## config.mk

```make
export PLATFORM = sky130hd
export DESIGN_NAME = adc_chain_seq
export DESIGN_NICKNAME = d
export VERILOG_FILES = /design/src/rtl/adc_seq_pkg.sv /design/src/rtl/seq_tick_div.sv /design/src/rtl/seq_pick.sv /design/src/rtl/seq_flags.sv /design/src/rtl/adc_chain_seq.sv
export SDC_FILE = /design/constraint.sdc
export NUM_CORES = 1
export LEC_CHECK = 0
export ABC_AREA = 1
export BUFFER_PORTS_ARGS = -buffer_cell sky130_fd_sc_hd__buf_2
export CAP_MARGIN = 0
export CORE_AREA = 3 3 394 396
export DETAILED_ROUTE_END_ITERATION = 7
export DIE_AREA = 0 0 397 399
export HOLD_SLACK_MARGIN = 0.15
export SLEW_MARGIN = 20
export SYNTH_ARGS = -nofsm -noshare
export SYNTH_HDL_FRONTEND = slang
export SYNTH_SLANG_ARGS = --single-unit
export TNS_END_PERCENT = 10
```

## constraint.sdc

```tcl
create_clock -name clk -period 9.31 [get_ports clk]
set_input_delay 0 -clock clk [delete_from_list [all_inputs] [get_ports clk]]
set_output_delay 0 -clock clk [all_outputs]
set_load 0.01 [all_outputs]
```

## src/rtl/adc_seq_pkg.sv

```systemverilog
// Package: shared state encoding and fixed field widths of the chain sequencer.
package adc_seq_pkg;
    typedef enum logic [2:0] {
        ST_IDLE,
        ST_INIT,
        ST_ISSUE,
        ST_WAIT,
        ST_GAP
    } seq_state_e;

    localparam int DONE_N = 3;   // done flags per group
    localparam int DSEL_W = 2;   // done select field width
endpackage

```

## src/rtl/seq_tick_div.sv

```systemverilog
// Module: free-running prescaler; emits a one-cycle tick every div+1 clocks.
// Assumes: div may change at any time; the phase restarts on reset or clr.
module seq_tick_div #(
    parameter int PSW = 8
) (
    input  logic           clk,
    input  logic           rst_n,
    input  logic           clr,
    input  logic [PSW-1:0] div,
    output logic           tick
);
    logic [PSW-1:0] cnt;

    assign tick = (cnt == div);

    // Count cycles and wrap on the tick.
    always_ff @(posedge clk) begin
        if (!rst_n || clr) cnt <= '0;
        else if (tick)     cnt <= '0;
        else               cnt <= cnt + 1'b1;
    end
endmodule

```

## src/rtl/seq_pick.sv

```systemverilog
// Module: combinational priority picker among requesting groups.
// Assumes: larger priority value wins; ties go to the lowest index.
module seq_pick #(
    parameter int NGRP  = 8,
    parameter int PRIOW = 3,
    localparam int GW   = (NGRP > 1) ? $clog2(NGRP) : 1
) (
    input  logic [NGRP-1:0]       req,
    input  logic [NGRP*PRIOW-1:0] prio,
    output logic                  gnt_v,
    output logic [GW-1:0]         gnt_idx
);
    logic [PRIOW-1:0] best;

    // Scan upward; a strictly larger priority replaces the current choice.
    always_comb begin
        gnt_v   = 1'b0;
        gnt_idx = '0;
        best    = '0;
        for (int i = 0; i < NGRP; i++) begin
            if (req[i] && (!gnt_v || prio[i*PRIOW +: PRIOW] > best)) begin
                gnt_v   = 1'b1;
                gnt_idx = GW'(i);
                best    = prio[i*PRIOW +: PRIOW];
            end
        end
    end
endmodule

```

## src/rtl/seq_flags.sv

```systemverilog
// Module: bank of sticky flags with write-1 clear; a set beats a clear.
// Assumes: clr_all is a synchronous clear (soft reset).
module seq_flags #(
    parameter int N = 8
) (
    input  logic         clk,
    input  logic         rst_n,
    input  logic         clr_all,
    input  logic [N-1:0] set,
    input  logic [N-1:0] wclr,
    output logic [N-1:0] flags
);
    for (genvar i = 0; i < N; i++) begin : g_bit
        // Hold the flag until cleared; a new event wins.
        always_ff @(posedge clk) begin
            if (!rst_n || clr_all) flags[i] <= 1'b0;
            else if (set[i])       flags[i] <= 1'b1;
            else if (wclr[i])      flags[i] <= 1'b0;
        end
    end
endmodule

```

## src/rtl/adc_chain_seq.sv

```systemverilog
// Module: prioritised trigger chain sequencer for an ADC command interface.
// Accepts per-group hardware or software triggers. Arbitrates while idle and
// runs a chain of up to MAXSEG timed conversion commands for the winning group.
// Assumes: configuration is stable while a chain that uses it runs; the slot
// field of each segment is one-hot; conv_done answers each command once.
module adc_chain_seq #(
    parameter int NGRP   = 8,
    parameter int MAXSEG = 8,
    parameter int CHW    = 5,
    parameter int NSLOT  = 3,
    parameter int DW     = 12,
    parameter int PRIOW  = 3,
    parameter int DLYW   = 8,
    parameter int PSW    = 8,
    localparam int GW    = (NGRP > 1) ? $clog2(NGRP) : 1,
    localparam int SGW   = (MAXSEG > 1) ? $clog2(MAXSEG) : 1,
    localparam int SEGW  = CHW + NSLOT + adc_seq_pkg::DSEL_W + 1,
    localparam int NDF   = NGRP * adc_seq_pkg::DONE_N
) (
    input  logic                          clk,
    input  logic                          rst_n,
    input  logic                          soft_rst,
    input  logic [PSW-1:0]                presc_div,
    input  logic [NGRP*PRIOW-1:0]         grp_prio,
    input  logic [NGRP*SGW-1:0]           grp_len,
    input  logic [NGRP-1:0]               grp_swmode,
    input  logic [NGRP*DLYW-1:0]          grp_init,
    input  logic [NGRP*DLYW-1:0]          grp_intv,
    input  logic [NGRP*MAXSEG*SEGW-1:0]   seg_cfg,
    input  logic [NGRP-1:0]               hw_trig,
    input  logic [NGRP-1:0]               sw_trig,
    input  logic                          conv_done,
    input  logic [DW-1:0]                 conv_data,
    input  logic [NDF-1:0]                done_clr,
    input  logic [NGRP-1:0]               err_clr,
    output logic                          cmd_valid,
    output logic [CHW-1:0]                cmd_chan,
    output logic [NSLOT-1:0]              cmd_slot,
    output logic                          res_valid,
    output logic [GW-1:0]                 res_group,
    output logic [SGW-1:0]                res_seg,
    output logic [DW-1:0]                 res_data,
    output logic [NDF-1:0]                done_flags,
    output logic [NGRP-1:0]               err_flags,
    output logic                          busy
);
    import adc_seq_pkg::*;

    localparam int SL_LO  = CHW;
    localparam int DS_LO  = CHW + NSLOT;
    localparam int B2B_B  = CHW + NSLOT + DSEL_W;

    seq_state_e       st;
    logic [GW-1:0]    cur_grp;
    logic [SGW-1:0]   cur_seg;
    logic [DLYW-1:0]  cnt;
    logic [NGRP-1:0]  pend, trig_new, run_hit, take;
    logic [NDF-1:0]   done_set;
    logic [SEGW-1:0]  cur_cfg;
    logic [DSEL_W-1:0] cur_dsel;
    logic             tick, gnt_v, last_seg, seg_end;
    logic [GW-1:0]    gnt_idx;

    seq_tick_div #(.PSW(PSW)) u_tick (
        .clk(clk), .rst_n(rst_n), .clr(soft_rst), .div(presc_div), .tick(tick)
    );

    seq_pick #(.NGRP(NGRP), .PRIOW(PRIOW)) u_pick (
        .req(pend), .prio(grp_prio), .gnt_v(gnt_v), .gnt_idx(gnt_idx)
    );

    seq_flags #(.N(NDF)) u_done (
        .clk(clk), .rst_n(rst_n), .clr_all(soft_rst),
        .set(done_set), .wclr(done_clr), .flags(done_flags)
    );

    seq_flags #(.N(NGRP)) u_err (
        .clk(clk), .rst_n(rst_n), .clr_all(soft_rst),
        .set(run_hit), .wclr(err_clr), .flags(err_flags)
    );

    // Select the active segment's configuration and decode its fields.
    assign cur_cfg   = seg_cfg[(int'(cur_grp) * MAXSEG + int'(cur_seg)) * SEGW +: SEGW];
    assign cur_dsel  = cur_cfg[DS_LO +: DSEL_W];
    assign cmd_chan  = cur_cfg[CHW-1:0];
    assign cmd_slot  = cur_cfg[SL_LO +: NSLOT];
    assign cmd_valid = (st == ST_ISSUE);
    assign busy      = (st != ST_IDLE);
    assign last_seg  = (cur_seg == grp_len[int'(cur_grp) * SGW +: SGW]);
    assign seg_end   = (st == ST_WAIT) && conv_done;

    // Per-group trigger source selection and refusal of running-group triggers.
    assign trig_new = (grp_swmode & sw_trig) | (~grp_swmode & hw_trig);
    assign run_hit  = busy ? (trig_new & (NGRP'(1) << cur_grp)) : '0;
    assign take     = (!busy && gnt_v) ? (NGRP'(1) << gnt_idx) : '0;

    // Route a finished segment to its selected done flag.
    always_comb begin
        done_set = '0;
        if (seg_end && cur_dsel != '0)
            done_set[int'(cur_grp) * DONE_N + int'(cur_dsel) - 1] = 1'b1;
    end

    // Pending trigger latches: cleared on acceptance, set by fresh triggers.
    always_ff @(posedge clk) begin
        if (!rst_n || soft_rst) pend <= '0;
        else                    pend <= (pend & ~take) | (trig_new & ~run_hit);
    end

    // Chain state machine: accept, start delay, issue, wait, spacing delay.
    always_ff @(posedge clk) begin
        if (!rst_n || soft_rst) begin
            st      <= ST_IDLE;
            cur_grp <= '0;
            cur_seg <= '0;
            cnt     <= '0;
        end else begin
            unique case (st)
                ST_IDLE: if (gnt_v) begin
                    cur_grp <= gnt_idx;
                    cur_seg <= '0;
                    cnt     <= '0;
                    st      <= ST_INIT;
                end
                ST_INIT: begin
                    if (cnt == grp_init[int'(cur_grp) * DLYW +: DLYW]) st <= ST_ISSUE;
                    else if (tick) cnt <= cnt + 1'b1;
                end
                ST_ISSUE: st <= ST_WAIT;
                ST_WAIT: if (conv_done) begin
                    if (last_seg) st <= ST_IDLE;
                    else begin
                        cur_seg <= cur_seg + 1'b1;
                        cnt     <= '0;
                        st      <= cur_cfg[B2B_B] ? ST_ISSUE : ST_GAP;
                    end
                end
                ST_GAP: begin
                    if (cnt == grp_intv[int'(cur_grp) * DLYW +: DLYW]) st <= ST_ISSUE;
                    else if (tick) cnt <= cnt + 1'b1;
                end
                default: st <= ST_IDLE;
            endcase
        end
    end

    // Capture each completed conversion with its group and segment tag.
    always_ff @(posedge clk) begin
        if (!rst_n || soft_rst) begin
            res_valid <= 1'b0;
            res_group <= '0;
            res_seg   <= '0;
            res_data  <= '0;
        end else begin
            res_valid <= seg_end;
            if (seg_end) begin
                res_group <= cur_grp;
                res_seg   <= cur_seg;
                res_data  <= conv_data;
            end
        end
    end
endmodule

```

# After elaboration in Yosys (flattened, before gate mapping)
# Index checks and enable logic that the tools add are counted.
# W data, S select, Z words.
[totals]
reg_bits = 84
inputBits = 960
output_inout_bits = 61
wordCells = 269
[classes]
n_addsub = 6
mul = 2
n_lt_le_gt_ge = 9
n_eq_ne = 15
shifts = 6
mux = 109
bitwise = 10
reduce_logical = 70
[ops]
columns = ["cell", "n"]
rows = [
  ["$shiftx A704 B12 Y11", 1],
  ["$shiftx A64 B7 Y8", 2],
  ["$mux W1", 74],
  ["$reduce_bool A2 Y1", 34],
  ["$mux W8", 8],
  ["$mux W3", 20],
  ["$and A8 B8 Y8", 5],
  ["$pmux W8 S4", 1],
  ["$shiftx A24 B32 Y3", 1],
  ["$eq A8 B8 Y1", 3],
  ["$mux W24", 1],
  ["$not A8 Y8", 3],
  ["$gt A3 B3 Y1", 7],
  ["$add A8 B1 Y8 const B", 2],
  ["$or A8 B8 Y8", 2],
  ["$shl A1 B3 Y8 const A", 2],
  ["$pmux W3 S5", 1],
  ["$ne A2 B2 Y1 const B", 7],
  ["$logic_and A1 B1 Y1", 11],
  ["$mul A7 B4 Y11 const B", 1],
  ["$logic_not A1 Y1", 9],
  ["$logic_or A1 B1 Y1", 8],
  ["$reduce_and A4 Y1", 2],
  ["$add A6 B3 Y7", 1],
  ["19 further kinds", 21],
]

# Depth between registers and ports, before layout
[logic_depth]
ltp_word = 34
ltp_mapped = 65

# Hierarchy
# Synthesis repeated with hierarchy kept, for this count alone.
[hier_totals]
cells_unflattened = 2650
area_unflattened_um2 = 13868.3
[by_module_without_submodules]
columns = ["module", "n_inst", "cells_each", "area_per_inst_um2"]
rows = [
  ["adc_chain_seq", 1, 2245, 11113.2],
  ["seq_flags (u_done)", 1, 124, 978.4],
  ["seq_pick", 1, 166, 925.9],
  ["seq_tick_div", 1, 73, 515.5],
  ["seq_flags (u_err)", 1, 42, 335.3],
]

# Worst setup path after synthesis
# No wires, ideal clock.
[synth_path]
path_kind = "register to register"
start = "reg pend[0]"
end = "reg pend[2]"
setup_time_ns = 0.132
arrival_ns = 7.855
setup_slack_ns = 1.323
stages_incl_launch_ff = 60
path_buffers = 0
period_less_slack_ns = 7.987
path_cell_list = "dfxtp_1 nand2_1 ha_1 a21oi_1 nand2_1 nand2_1 nand2_1 nand2_1 o21ai_0 ha_1 nand2_1 o21ai_0 nand2_1 o21ai_0 nand2_1 or2_2 and2_1 inv_1 (+24 left out) ha_1 nand2_1 o21ai_0 nand2_1 o21ai_0 nand2_1 nand3_1 o21ai_0 ha_1 a21o_1 o21ai_0 nand2_1 nand2_1 nand2_1 nor3_1 nand4_1 nand2_1 a21oi_1"
[synth_via]
elab_chain_cells = 34
[synth_lines]
columns = ["item", "line", "rtl"]
rows = [
  ["start, declared", "adc_chain_seq.sv:57", "logic [NGRP-1:0] pend, trig_new, run_hit, take;"],
  ["start signal, assigned", "adc_chain_seq.sv:107", "else pend <= (pend & ~take) | (trig_new & ~run_hit);"],
  ["$mux W3 / $mux W1 (equally long branches)", "seq_pick.sv:21", "if (req[i] && (!gnt_v || prio[i*PRIOW +: PRIOW] > best)) begin"],
  ["$gt A3 B3 Y1 / $logic_not A1 Y1 (equally long branches)", "seq_pick.sv:21", ""],
  ["$logic_or A1 B1 Y1", "seq_pick.sv:21", ""],
  ["$logic_and A1 B1 Y1", "seq_pick.sv:21", ""],
  ["$mux W3 / $mux W1 (equally long branches)", "seq_pick.sv:21", ""],
  ["$gt A3 B3 Y1 / $logic_not A1 Y1 (equally long branches)", "seq_pick.sv:21", ""],
  ["$logic_or A1 B1 Y1", "seq_pick.sv:21", ""],
  ["$logic_and A1 B1 Y1", "seq_pick.sv:21", ""],
  ["(+18 left out)", "n/a", ""],
  ["$logic_or A1 B1 Y1", "seq_pick.sv:21", ""],
  ["$logic_and A1 B1 Y1", "seq_pick.sv:21", ""],
  ["$mux W3 / $mux W1 (equally long branches)", "seq_pick.sv:21", ""],
  ["$shl A1 B3 Y8 / $logic_and A1 B1 Y1 (equally long branches)", "adc_chain_seq.sv:95", "assign take = (!busy && gnt_v) ? (NGRP'(1) << gnt_idx) : '0;"],
  ["$mux W8 *", "adc_chain_seq.sv:95", ""],
  ["$not A8 Y8 *", "adc_chain_seq.sv:107", ""],
  ["$and A8 B8 Y8 *", "adc_chain_seq.sv:107", ""],
  ["$or A8 B8 Y8 *", "adc_chain_seq.sv:107", ""],
]
# Mark *: on every way between the ends. The rest lies on a longest branch, timed or not.
# A chain may end at the register's enable or synchronous reset.

# Worst setup path in the final report
# Same ends and word-level chain as after synthesis.

==> impl_metrics.toml <==
[run_status]
status = "complete, no violations"

[cts]
clock_latency_ns = 0.37
cts_buffers = 9
cts_root_buffer = "clkbuf_16"
path_clk_slew_ns = 0.07
clockBufferDepth = 2
cts.sinks = 84
htreeDepth = 3
tritoncts = "done"

[synthesis]
synth_fp_nets = 3616
syn_area_um2 = 13700
synth.distinct_cells = 44
synthCells = 2616
synth_enable_flop_cells = 0
synthFlopType = "dfxtp_1"
ys_ff_latch = 84
yosys_warnings = 0
syn_area_per_cell_um2 = 5.23
async_flop_share = 0
synth-seq-area-share = 0.123

[setup_path]
cp_top_family = "simple AND/OR/NAND/NOR gates"
critical_path_class = "reg -> reg"
crit_path_frequent_cell = "nand2_1"
r2r_start = "pend[0]$_SDFF_PP0_"
crit_path_max_fanout = 8
max_stage_delay_ns = 0.36
reg2reg_slack_ns = 1.01
startpoint_type = "register"
reg2reg_depth = 59
arrival_ns = 8.53
cp_slowest_cell = "dfxtp_2"
required_ns = 9.54
r2r-end = "pend[2]$_SDFF_PP0_"
path_buf_inv = 1
crit_path_end_kind = "register"

[sta]
period_share = 0.891
worst_pin_slew_ns = 1.06
drv_slew = 0
fmax_ghz = 0.120
skew_ns = 0.0137
tns_ns = 0
hold_violations = 0
rsz0062_at_grt = "false"
setup_viol = 0
period_needed_ns = 8.30
hold_slack_ns = 0.190
max-slew-margin-rel = 0.294

[drt]
drtIter0Drc = 1862
drc = 0
via_per_inst = 3.96
vias = 22200
finalWirelength_mm = 120
dr.pass1.iters = 6
routedWlPerCell_um = 21.3
ant_nets = 0

[final_layout]
mostFrequentLayoutCells = "1020 x buf_2, 627 x nand2_1, 408 x nor2_1"
area_growth_pct = 58.3
multiInputGateArea_um2 = 10200
final_common_cell = "buf_2"
fill_cells = 17900
fin_util = 0.143
final_area_um2 = 21600
fin_cells = 5613
drive_above_1_share = 0.318
nets = 4544
regArea_um2 = 1710

[floorplanning]
rows = 143
initial_utilization = 0.0900
die-height_um = 399
die_w_um = 397
pin_count = 1021
die-area_um2 = 158000
fp.coreArea_um2 = 152000

[grt]
use_met1 = 0.178
antenna_found_initial = 66
grt_pass1_wl_mm = 158
grt_start_max_net_pins = 183
track_usage = 0.141
grt_overflow = 0
grtUsageMet3 = 0.0286
grt_pass1_vias = 21100
grt_use_met2 = 0.238
busiest_layer = "met2"

[power_and_ir_drop]
power.leakage_nw = 10.5
ir_worst_vdd_uv = 85.0
power.density_nw_per_um2 = 82.1

[placed_design]
globalplace.congestion = 0.962
dpl.cell_count = 5503
hpwl_mm = 100
portBuffers = 1020
placed_cell_area_um2 = 20600

[hold_path]
min_to = "u_err.flags[7]$_SDFFE_PP0P_"
whs_path_depth = 4
hold_class = "in -> reg"
worstHoldStart = "hw_trig[7]"

[flow_run]
maxCapViolCount = 0
==> layout make-up <==
type                            count  share of cell area
Antenna cell                       34             0.00393
Clock buffer                       13              0.0135
Clock inverter                      3             0.00116
Inverter                          208              0.0372
Multi-Input combinational cell   2127               0.472
Sequential cell                    84              0.0788
Tap cell                         2030               0.117
Timing Repair Buffer             1114               0.276
==> Yosys cell counts (2+ instances only) <==
cell type  number  area [um2]
nand2_1       634        2380
nor2_1        409        1540
o21ai_0       371        1860
nand3_1       274        1370
inv_1         199         747
o22ai_1       159         995
a21oi_1       104         521
clkbuf_1       87         327
dfxtp_1        84        1680
buf_2          58         290
ha_1           38         475
nand4_1        33         206
buf_4          27         203
buf_6          17         191
o21ai_1        16        80.1
xor2_1         16         140
buf_1           8        30.0
mux2_2          8        90.1
and2_1          7        43.8
inv_2           7        26.3
o221ai_1        6        52.6
or2_2           6        37.5
nor3_1          5        25.0
a31oi_1         4        25.0
nand2_2         4        25.0
nor2_2          3        18.8
nor3b_1         3        22.5
nor4_1          3        18.8
a21boi_0        2        15.0
clkinv_1        2        7.51
fa_1            2        40.0
nand3_2         2        20.0
nand3_4         2        35.0
nand3b_1        2        15.0
nor2_4          2        22.5
o2111ai_1       2        17.5
o211ai_1        2        15.0
xnor2_1         2        17.5
==> repair_timing <==
item	in CTS	in global routing
endpoints found under the hold margin	53	0
hold buffers	56	0
endpoints found under the setup margin	0	11
gates resized for setup	0	15
buffers inserted	0	4
==> tightest hold or removal path, cell delays in order <==
cell	delay, ns
buf_2	0.09
mux2_2	0.15
nand4_1	0.12
a21oi_1	0.17
==> cells by family after synthesis <==
group | count (synthesis) | synth area share
buf+inv | 405 | 0.133
simple gates | 1391 | 0.424
mux | 8 | 0.00659
xor+xnor | 18 | 0.0115
fa+ha+maj | 40 | 0.0377
compound gates | 670 | 0.264
flops | 84 | 0.123
==> flip-flops by register name, summed over array words and instances (netlist names), 3 cells and up <==
register,count
pend,8
res_data,12
cur_grp,3
cnt,8
res_group,3
u_err.flags,8
res_seg,3
u_tick.cnt,8
u_done.flags,24
cur_seg,3
st,3
==> layer usage <==
layer	routed length (um)	up-vias
li1	-	10600
met3	9800	161
met2	56100	1090
met4	3960	28
met5	186	-
met1	49500	10300
==> stage by stage <==
stage                     power [mW]  setup slack (ns)
final                           1.78              1.01
after global routing            1.93            0.0688
after CTS                       1.81             0.248
after detailed placement        1.38             0.273
after global placement          1.37             0.200
after floorplan                0.871              1.32
==> worst max-delay path by stage <==
stage	cells past startpoint	start	endpoint	slack, ns
5_1_grt	59	pend[0]$_SDFF_PP0_	pend[3]$_SDFF_PP0_	0.07
2_1_floorplan	59	pend[0]$_SDFF_PP0_	pend[2]$_SDFF_PP0_	1.32
3_5_place_dp	59	pend[0]$_SDFF_PP0_	pend[3]$_SDFF_PP0_	0.27
6_report	59	pend[0]$_SDFF_PP0_	pend[2]$_SDFF_PP0_	1.01
4_1_cts	59	pend[0]$_SDFF_PP0_	pend[2]$_SDFF_PP0_	0.25
3_3_place_gp	59	pend[0]$_SDFF_PP0_	pend[2]$_SDFF_PP0_	0.20
==> report_power, final <==
group / switching, mW / internal, mW
Combinational: 0.617 / 0.368
Clock: 0.184 / 0.223
Sequential: 0.0213 / 0.365
(Power assumes the default switching activity.)
